==> config.mk <==
export PLATFORM = sky130hd
export DESIGN_NAME = mc_core
export DESIGN_NICKNAME = d
export VERILOG_FILES = /design/src/rtl/mc_pkg.sv /design/src/rtl/mc_phase.sv /design/src/rtl/mc_regfile.sv /design/src/rtl/mc_alu.sv /design/src/rtl/mc_core.sv
export SDC_FILE = /design/constraint.sdc
export NUM_CORES = 2
export LEC_CHECK = 0
export BUFFER_PORTS_ARGS = -buffer_cell sky130_fd_sc_hd__buf_4
export CAP_MARGIN = 5
export CORE_ASPECT_RATIO = 0.5
export CORE_MARGIN = 2
export CORE_UTILIZATION = 41
export DETAILED_ROUTE_END_ITERATION = 10
export SLEW_MARGIN = 20
export SYNTH_ARGS = -nofsm -noshare
export SYNTH_HDL_FRONTEND = slang
export SYNTH_SLANG_ARGS = --single-unit
==> constraint.sdc <==
create_clock -name clk -period 8.47 [get_ports clk]
set_input_delay 2.541 -clock clk [delete_from_list [all_inputs] [get_ports clk]]
set_output_delay 2.541 -clock clk [all_outputs]
set_load 0.005 [all_outputs]
==> src/rtl/mc_pkg.sv <==
package mc_pkg;
  localparam int XLEN = 32;

  typedef enum logic [2:0] {
    PH_FETCH = 3'd0, PH_DEC = 3'd1, PH_EXE = 3'd2, PH_MEM = 3'd3, PH_WB = 3'd4
  } phase_e;

  typedef enum logic [2:0] {
    K_NOP, K_ADD, K_SUB, K_LW, K_BNE
  } kind_e;

  localparam logic [5:0] OP_RTYPE = 6'b000000;
  localparam logic [5:0] OP_LOAD  = 6'b100101;
  localparam logic [5:0] OP_BNE   = 6'b000101;
  localparam logic [5:0] FN_ADD   = 6'b010000;
  localparam logic [5:0] FN_SUB   = 6'b010010;

  function automatic kind_e classify(input logic [31:0] word);
    kind_e k;
    k = K_NOP;
    unique case (word[31:26])
      OP_RTYPE: begin
        if (word[5:0] == FN_ADD)      k = K_ADD;
        else if (word[5:0] == FN_SUB) k = K_SUB;
      end
      OP_LOAD: k = K_LW;
      OP_BNE:  k = K_BNE;
      default: k = K_NOP;
    endcase
    return k;
  endfunction

  function automatic logic [XLEN-1:0] sext16(input logic [15:0] v);
    return {{(XLEN-16){v[15]}}, v};
  endfunction

  function automatic logic [XLEN-1:0] arith(input kind_e k, input logic [XLEN-1:0] a,
                                            input logic [XLEN-1:0] b, input logic [XLEN-1:0] imm);
    logic [XLEN-1:0] r;
    unique case (k)
      K_ADD:   r = a + b;
      K_SUB:   r = a - b;
      K_LW:    r = a + imm;
      default: r = '0;
    endcase
    return r;
  endfunction
endpackage

==> src/rtl/mc_phase.sv <==
module mc_phase
  import mc_pkg::*;
(
  input  logic   clk,
  input  logic   rst_n,
  output phase_e ph
);
  always_ff @(posedge clk or negedge rst_n) begin
    if (!rst_n) ph <= PH_FETCH;
    else ph <= (ph == PH_WB) ? PH_FETCH : phase_e'(ph + 3'd1);
  end

  p_phase_step_r2: assert property (@(posedge clk) disable iff (!rst_n)
    (ph != PH_WB) |=> (ph == phase_e'($past(ph) + 3'd1)));
  p_phase_wrap_r2: assert property (@(posedge clk) disable iff (!rst_n)
    (ph == PH_WB) |=> (ph == PH_FETCH));
  p_phase_range_r2: assert property (@(posedge clk) disable iff (!rst_n)
    ph <= PH_WB);
endmodule

==> src/rtl/mc_regfile.sv <==
module mc_regfile #(
  parameter int XLEN = 32,
  parameter int NREG = 32,
  localparam int RW = $clog2(NREG)
) (
  input  logic            clk,
  input  logic            rst_n,
  input  logic [RW-1:0]   ra1,
  input  logic [RW-1:0]   ra2,
  output logic [XLEN-1:0] rd1,
  output logic [XLEN-1:0] rd2,
  input  logic            we,
  input  logic [RW-1:0]   wa,
  input  logic [XLEN-1:0] wd
);
  logic [XLEN-1:0] regs [NREG];

  always_ff @(posedge clk or negedge rst_n) begin
    if (!rst_n) begin
      for (int i = 0; i < NREG; i++) regs[i] <= '0;
    end else if (we) begin
      regs[wa] <= wd;
    end
  end

  assign rd1 = regs[ra1];
  assign rd2 = regs[ra2];
endmodule

==> src/rtl/mc_alu.sv <==
module mc_alu
  import mc_pkg::*;
#(
  parameter int AW = 10
) (
  input  kind_e           kind,
  input  logic [XLEN-1:0] a,
  input  logic [XLEN-1:0] b,
  input  logic [XLEN-1:0] imm,
  input  logic [AW-1:0]   pc,
  output logic [XLEN-1:0] result,
  output logic            differ,
  output logic [AW-1:0]   pc_inc,
  output logic [AW-1:0]   pc_tgt
);
  logic [XLEN-1:0] tgt_full;
  assign result   = arith(kind, a, b, imm);
  assign differ   = (a != b);
  assign pc_inc   = pc + AW'(1);
  assign tgt_full = XLEN'(pc_inc) + imm;
  assign pc_tgt   = tgt_full[AW-1:0];
  logic unused_hi;
  assign unused_hi = ^tgt_full[XLEN-1:AW];
endmodule

==> src/rtl/mc_core.sv <==
module mc_core
  import mc_pkg::*;
#(
  parameter int AW   = 10,
  parameter int NREG = 32,
  localparam int RW  = $clog2(NREG)
) (
  input  logic            clk,
  input  logic            rst_n,
  output logic [AW-1:0]   mem_addr,
  input  logic [XLEN-1:0] mem_rdata,
  output logic [XLEN-1:0] mem_wdata,
  output logic            mem_we,
  output logic [2:0]      phase,
  output logic            wb_we,
  output logic [RW-1:0]   wb_reg,
  output logic [XLEN-1:0] wb_data
);
  phase_e          ph;
  logic [AW-1:0]   pc;
  logic [XLEN-1:0] ir, a_q, b_q, imm_q, alu_q, mdr_q;
  logic [AW-1:0]   inc_q, tgt_q;
  logic            take_q;
  logic [XLEN-1:0] rs_val, rt_val, alu_res;
  logic            differ;
  logic [AW-1:0]   pc_inc, pc_tgt;
  kind_e           kind;

  // named internal events
  logic fetch_ev, wb_ev, pc_upd;

  assign kind     = classify(ir);
  assign fetch_ev = (ph == PH_FETCH);
  assign wb_ev    = (ph == PH_WB);
  assign pc_upd   = wb_ev;

  mc_phase u_phase (.clk(clk), .rst_n(rst_n), .ph(ph));

  mc_regfile #(.XLEN(XLEN), .NREG(NREG)) u_rf (
    .clk(clk), .rst_n(rst_n),
    .ra1(ir[21 +: RW]), .ra2(ir[16 +: RW]),
    .rd1(rs_val), .rd2(rt_val),
    .we(wb_we), .wa(wb_reg), .wd(wb_data)
  );

  mc_alu #(.AW(AW)) u_alu (
    .kind(kind), .a(a_q), .b(b_q), .imm(imm_q), .pc(pc),
    .result(alu_res), .differ(differ), .pc_inc(pc_inc), .pc_tgt(pc_tgt)
  );

  always_ff @(posedge clk or negedge rst_n) begin
    if (!rst_n) begin
      pc <= '0; ir <= '0; a_q <= '0; b_q <= '0; imm_q <= '0;
      alu_q <= '0; mdr_q <= '0; inc_q <= '0; tgt_q <= '0; take_q <= 1'b0;
    end else begin
      unique case (ph)
        PH_FETCH: ir <= mem_rdata;
        PH_DEC: begin
          a_q   <= rs_val;
          b_q   <= rt_val;
          imm_q <= sext16(ir[15:0]);
        end
        PH_EXE: begin
          alu_q  <= alu_res;
          inc_q  <= pc_inc;
          tgt_q  <= pc_tgt;
          take_q <= (kind == K_BNE) && differ;
        end
        PH_MEM: if (kind == K_LW) mdr_q <= mem_rdata;
        PH_WB:  pc <= take_q ? tgt_q : inc_q;
        default: ;
      endcase
    end
  end

  assign mem_addr  = (ph == PH_MEM) ? alu_q[AW-1:0] : pc;
  assign mem_wdata = b_q;
  assign mem_we    = 1'b0;
  assign phase     = ph;

  assign wb_we   = wb_ev && (kind == K_ADD || kind == K_SUB || kind == K_LW);
  assign wb_reg  = (kind == K_LW) ? ir[16 +: RW] : ir[11 +: RW];
  assign wb_data = (kind == K_LW) ? mdr_q : alu_q;

  logic unused_bits;
  assign unused_bits = ^{alu_q[XLEN-1:AW], fetch_ev};

  // assertions
  p_pc_hold_r9: assert property (@(posedge clk) disable iff (!rst_n)
    !pc_upd |=> $stable(pc));
  p_write_in_wb_r9: assert property (@(posedge clk) disable iff (!rst_n)
    wb_we |-> (phase == 3'd4));
  p_ir_hold_r3: assert property (@(posedge clk) disable iff (!rst_n)
    (ph != PH_FETCH) |=> $stable(ir));
  p_fetch_bus_r3: assert property (@(posedge clk) disable iff (!rst_n)
    (phase == 3'd0) |-> (mem_addr == pc && !mem_we));
  p_nop_quiet_r8: assert property (@(posedge clk) disable iff (!rst_n)
    (kind == K_NOP || kind == K_BNE) |-> !wb_we);
endmodule

Word-level counts from Yosys, hierarchy flattened. Index checks and enable logic that the tools add are counted.

Register bits after elaboration: 1234. Bits of input ports: 34. Output and inout bits: 84. Word-level logic and storage cells: 95.

Add/sub/neg operators: 6. Magnitude comparators: 4. Equal/unequal tests: 13. Multiplexer cells: 18. Bitwise operators: 3. Reductions and logical operators: 8.

Operators by type and width (count): 1024-bit bitwise mux (1); 32-bit binary-select mux with 5-bit select (2); 32-bit two-way mux (6); 32-bit demux with 5-bit select (1); 32-bit case mux with 3 select lines (1); 32-bit adder (2); 32-bit != test (1); 32-bit subtractor (1); 10-bit two-way mux (2); 6-bit >= comparator, second input constant (3); 5-bit NOT with 6-bit output (3); 3-bit by 2-bit equality test with 1-bit output, second input constant (4); 6-bit by 5-bit equality test with 1-bit output, second input constant (2); 10-bit by 1-bit adder with 10-bit output, second input constant (1); 10-bit adder (1); 3-bit case mux with 3 select lines (1); 3-bit by 1-bit equality test with 1-bit output, second input constant (2); 3-bit equality test, second input constant (2); 6-bit by 3-bit equality test with 1-bit output, second input constant (1); 6-bit equality test, second input constant (1); 6-bit logical NOT (1); 6-bit by 1-bit < comparator with 1-bit output, second input constant (1); 5-bit two-way mux (1); 2-bit two-way mux (2); other kinds (6) (9).

Depth between registers and ports, before layout.
Depth after elaboration: 12. Depth in mapped cells: 19. Mapped depth without buffers: 16.

By module. A second synthesis with hierarchy kept.

Cells, all modules: 5729. Area, all modules: 69152.6 µm².

Modules (own cells, without submodules): mc_regfile (times used 1, cells an instance 4605, area an instance 56238.9 µm², sequential area each 25624.6 µm²); mc_core (times used 1, cells an instance 533, area an instance 8434.3 µm², sequential area each 5180.0 µm²); mc_alu (times used 1, cells an instance 581, area an instance 4347.9 µm², sequential area each 0.0 µm²); mc_phase (times used 1, cells an instance 10, area an instance 131.4 µm², sequential area each 75.1 µm²).

Worst setup path before layout. Ideal clock, no wire load.

Path type: reg-to-output. From: register ir[30]. To: output wb_data[17]. Data arrival time: 2.113 ns. Data required time: 5.929 ns. Setup slack: 3.816 ns. Cell stages (with the launch flop): 9. Buffers on the path: 4. Path through: dfrtp_1 -> nor3_1 -> and4_1 -> buf_6 -> buf_6 -> buf_2 -> mux2i_1 -> clkbuf_1 -> inv_1.

Word-level cells in the longest chain between the ends: 4. Elaborated cells on any way between the ends: 6. Those cells by class: 3 x eq/ne; 2 x mux; 1 x reduce/logical.

RTL lines: start: declaration (RTL line mc_core.sv:21) `logic [XLEN-1:0] ir, a_q, b_q, imm_q, alu_q, mdr_q;`; start signal: assignment (RTL line mc_core.sv:57) `PH_FETCH: ir <= mem_rdata;`; 6-bit by 3-bit equality test with 1-bit output (tied with other cells) (RTL line mc_pkg.sv:21) `unique case (word[31:26])`; 3-bit case mux with 3 select lines (*) (RTL line mc_pkg.sv:21); 3-bit by 2-bit equality test with 1-bit output (*) (RTL line mc_core.sv:83) `assign wb_data = (kind == K_LW) ? mdr_q : alu_q;`; 32-bit two-way mux (*) (RTL line mc_core.sv:83); end: declaration (RTL line mc_core.sv:17) `output logic [XLEN-1:0] wb_data`.

Every way passes the cells marked *; elsewhere a longest branch is shown, timed or not.

Worst setup path in the final report.
From: register ir[30]. To: output wb_data[2].

The elaborated chain is that of the path after synthesis.

==> impl_metrics.json <==
{
  "placed_cell_area_mm2": 0.0674,
  "async_reset_ff_frac": 1.00,
  "synth-warning-count": 0,
  "routed_wire_length_per_instance_um": 28.7,
  "syn_inst": 5628,
  "synth_seq_area_share": 0.478,
  "firstDrtPassIters": 5,
  "die-height_um": 285,
  "synth_top_cell_by_area": "dfrtp_1",
  "ys_dominant_reg_cell": "dfrtp_1",
  "syn-num-nets": 5745,
  "h-tree-depth": 3,
  "clk_pin_slew_ns": 0.07,
  "dr.first_iter.drc_count": 5435,
  "io_buffers": 116,
  "fmaxAchievable_mhz": 152,
  "layout_worst_path_cycle_share": 0.776,
  "area_growth_syn_to_layout_pct": 10.6,
  "remaining_drc_errors": 0,
  "critPathKind": "register to primary output",
  "clock-root-buffer": "clkbuf_16",
  "via_count": 47100,
  "utilization_of_the_core_after_routing": 0.459,
  "antenna_found_initial": 14,
  "synth-edff-count": 0,
  "cellPowerDensity_mw_per_mm2": 170,
  "power.leakage_nw": 30.3,
  "synth.cells.most_frequent": "1234 x dfrtp_1, 1078 x nand2_1, 928 x o21ai_0, 640 x mux4_2, 385 x clkbuf_1",
  "avgSynthCellArea_um2": 11.5,
  "most_instantiated_library_cell_after_synthesis": "dfrtp_1",
  "cts-buffers-inserted": 119,
  "synth.cell_area_mm2": 0.0647,
  "start_util": 0.415,
  "ant_nets": 0,
  "cp.required_ns": 5.93,
  "via_count_of_the_first_global_routing_pass": 46700,
  "grt_max_degree": 164,
  "finalNonFillerCells": 7629,
  "cts.repair_timing.setup_buffer_count": 0,
  "floorplan.die_area_mm2": 0.161,
  "post_route_cells_drive_above_1_share": 0.225,
  "clock_tree.buffer_depth": 3,
  "synthTopCellsByArea": "dfrtp_1 48%, mux4_2 22%, o21ai_0 7.2%",
  "floorplan.io_pins": 118,
  "cts_num_sinks": 1234,
  "worst_clock_skew_ns": 0.0261,
  "finish.instance_area_mm2": 0.0715,
  "layout.nets": 5566,
  "post_place_cells": 7408,
  "fin_setup_tns_ns": 0,
  "hold_viol_final": 0,
  "final_setup_violation_count": 0,
  "worst_pin_slew_ns": 1.29,
  "grt.total_usage": 0.274,
  "floorplan.core_area_mm2": 0.156,
  "post_cts.resized_instances": 0,
  "grt_setup_unrepaired": "false",
  "die_width_um": 566,
  "tritoncts": "done",
  "vdd.ir_drop.worst_mv": 0.165,
  "cp_max_fo": 43,
  "clock_network_latency_to_the_later_pin_of_the_worst_skew_pair_ns": 0.75,
  "synth_cell_type_count": 70,
  "cts-hold-fix-buffers": 0,
  "timing.final.max_slew_violations": 0,
  "worst_setup_start_kind": "register",
  "max_cap_violations": 0,
  "slack_of_the_worst_reg_to_reg_path_ns": 3.40,
  "num_rows": 102,
  "grt_first_pass_wirelength_um": 322000,
  "shortest_clock_period_the_worst_path_allows_after_layout_ns": 6.57,
  "gp_routability_congestion": 0.891,
  "yosys_top_cell_area_share": 0.478,
  "cp-end-kind": "primary output",
  "timing.max_slew.rel_slack": 0.115,
  "hold_path_class": "register to register",
  "ys_ff_latch": 1234,
  "hpwl_after_detailed_placement_um": 133000,
  "detail_route.vias_per_cell": 6.17,
  "post_detailed_routing_wire_length_um": 219000,
  "worst_ep_arrival_time_ns": 4.03,
  "outcome": "completed",
  "overall_overflow_remaining_after_global_route": 0
}
==> routing by layer <==
metal / vias up / GRT usage / wire length, um
met1: 24300 / 0.378 / 88400
met5: - / 0 / 45
li1: 20100 / - / -
met4: 6 / 0.0949 / 7930
met3: 462 / 0.0933 / 26300
met2: 2283 / 0.403 / 96400
==> registers in the layout, indices dropped and copies added (netlist names), 16 cells and up <==
register	flops
mem_wdata	32
ir	32
u_rf.regs	1024
imm_q	16
a_q	32
alu_q	32
mdr_q	32
==> worst max-delay path: stages (launching register included) <==
cell     delay [ns]
dfrtp_1        0.39
nor3_1         0.24
and4_4         0.82
buf_12         0.39
mux2i_4        0.81
inv_1          0.34
buf_4          0.23
==> final timing paths <==
check                      cells after the start        endpoint      from
max in group asynchronous                      2  u_rf.regs[521]     rst_n
max                                            6      wb_data[2]    ir[30]
min in group asynchronous                      1  u_rf.regs[266]     rst_n
min                                            2        inc_q[5]  inc_q[5]
min reg2reg                                    2        inc_q[5]  inc_q[5]
max reg2reg                                   10  u_rf.regs[730]    ir[30]
==> placed cells by master, fill, tap and decap left out, types with 17 or more instances in the layout <==
master and count:
ha_1 80, inv_1 89, nand2_1 1069, clkbuf_8 30, o21a_1 21, a21oi_1 202, nand3_1 22, mux2_2 88
nor2_1 192, nor3_1 20, mux2i_1 70, o21ai_1 93, clkbuf_1 28, clkbuf_16 121, mux2i_4 23, nand2_2 21
xnor2_1 42, clkinv_2 20, a21o_1 47, xor2_1 34, dfrtp_1 1224, o21ai_0 928, mux2i_2 18, o221ai_1 17
mux4_2 640, buf_4 196
==> report_power, final <==
part	switching (mW)	leakage, nW	internal, mW
Sequential	0.0960	17.0	5.93
Combinational	0.371	11.3	0.202
Clock	2.43	2.00	3.16
==> final cells by class <==
cell class                 count  area, um^2
fill                       13900       84200
clock inverter                40         503
sequential                  1234       30900
timing repair buffer         212        1790
clock buffer                 179        3550
antenna                        2        5.00
tap                         2080        2600
multi-input combinational   3793       31800
inverter                      89         334
==> through the flow <==
stage                     total power [mW]  hold slack, ns  setup WS (ns)
after floorplan                       6.39           0.445           3.82
after global placement                6.70           0.456           2.65
after detailed placement              6.71           0.461           2.70
after CTS                             12.2           0.477           1.88
after global routing                  12.5           0.504           1.71
final                                 12.2           0.472           1.90
==> cell families after synthesis <==
logic type / after synthesis / synth area share
other cells: 1 / 0.0000580
buf+inv: 601 / 0.0370
fa+ha+maj: 83 / 0.0164
mux: 839 / 0.256
compound gates: 1384 / 0.115
xor+xnor: 76 / 0.0103
simple gates: 1410 / 0.0877
flops: 1234 / 0.478
(Power assumes the default switching activity.)
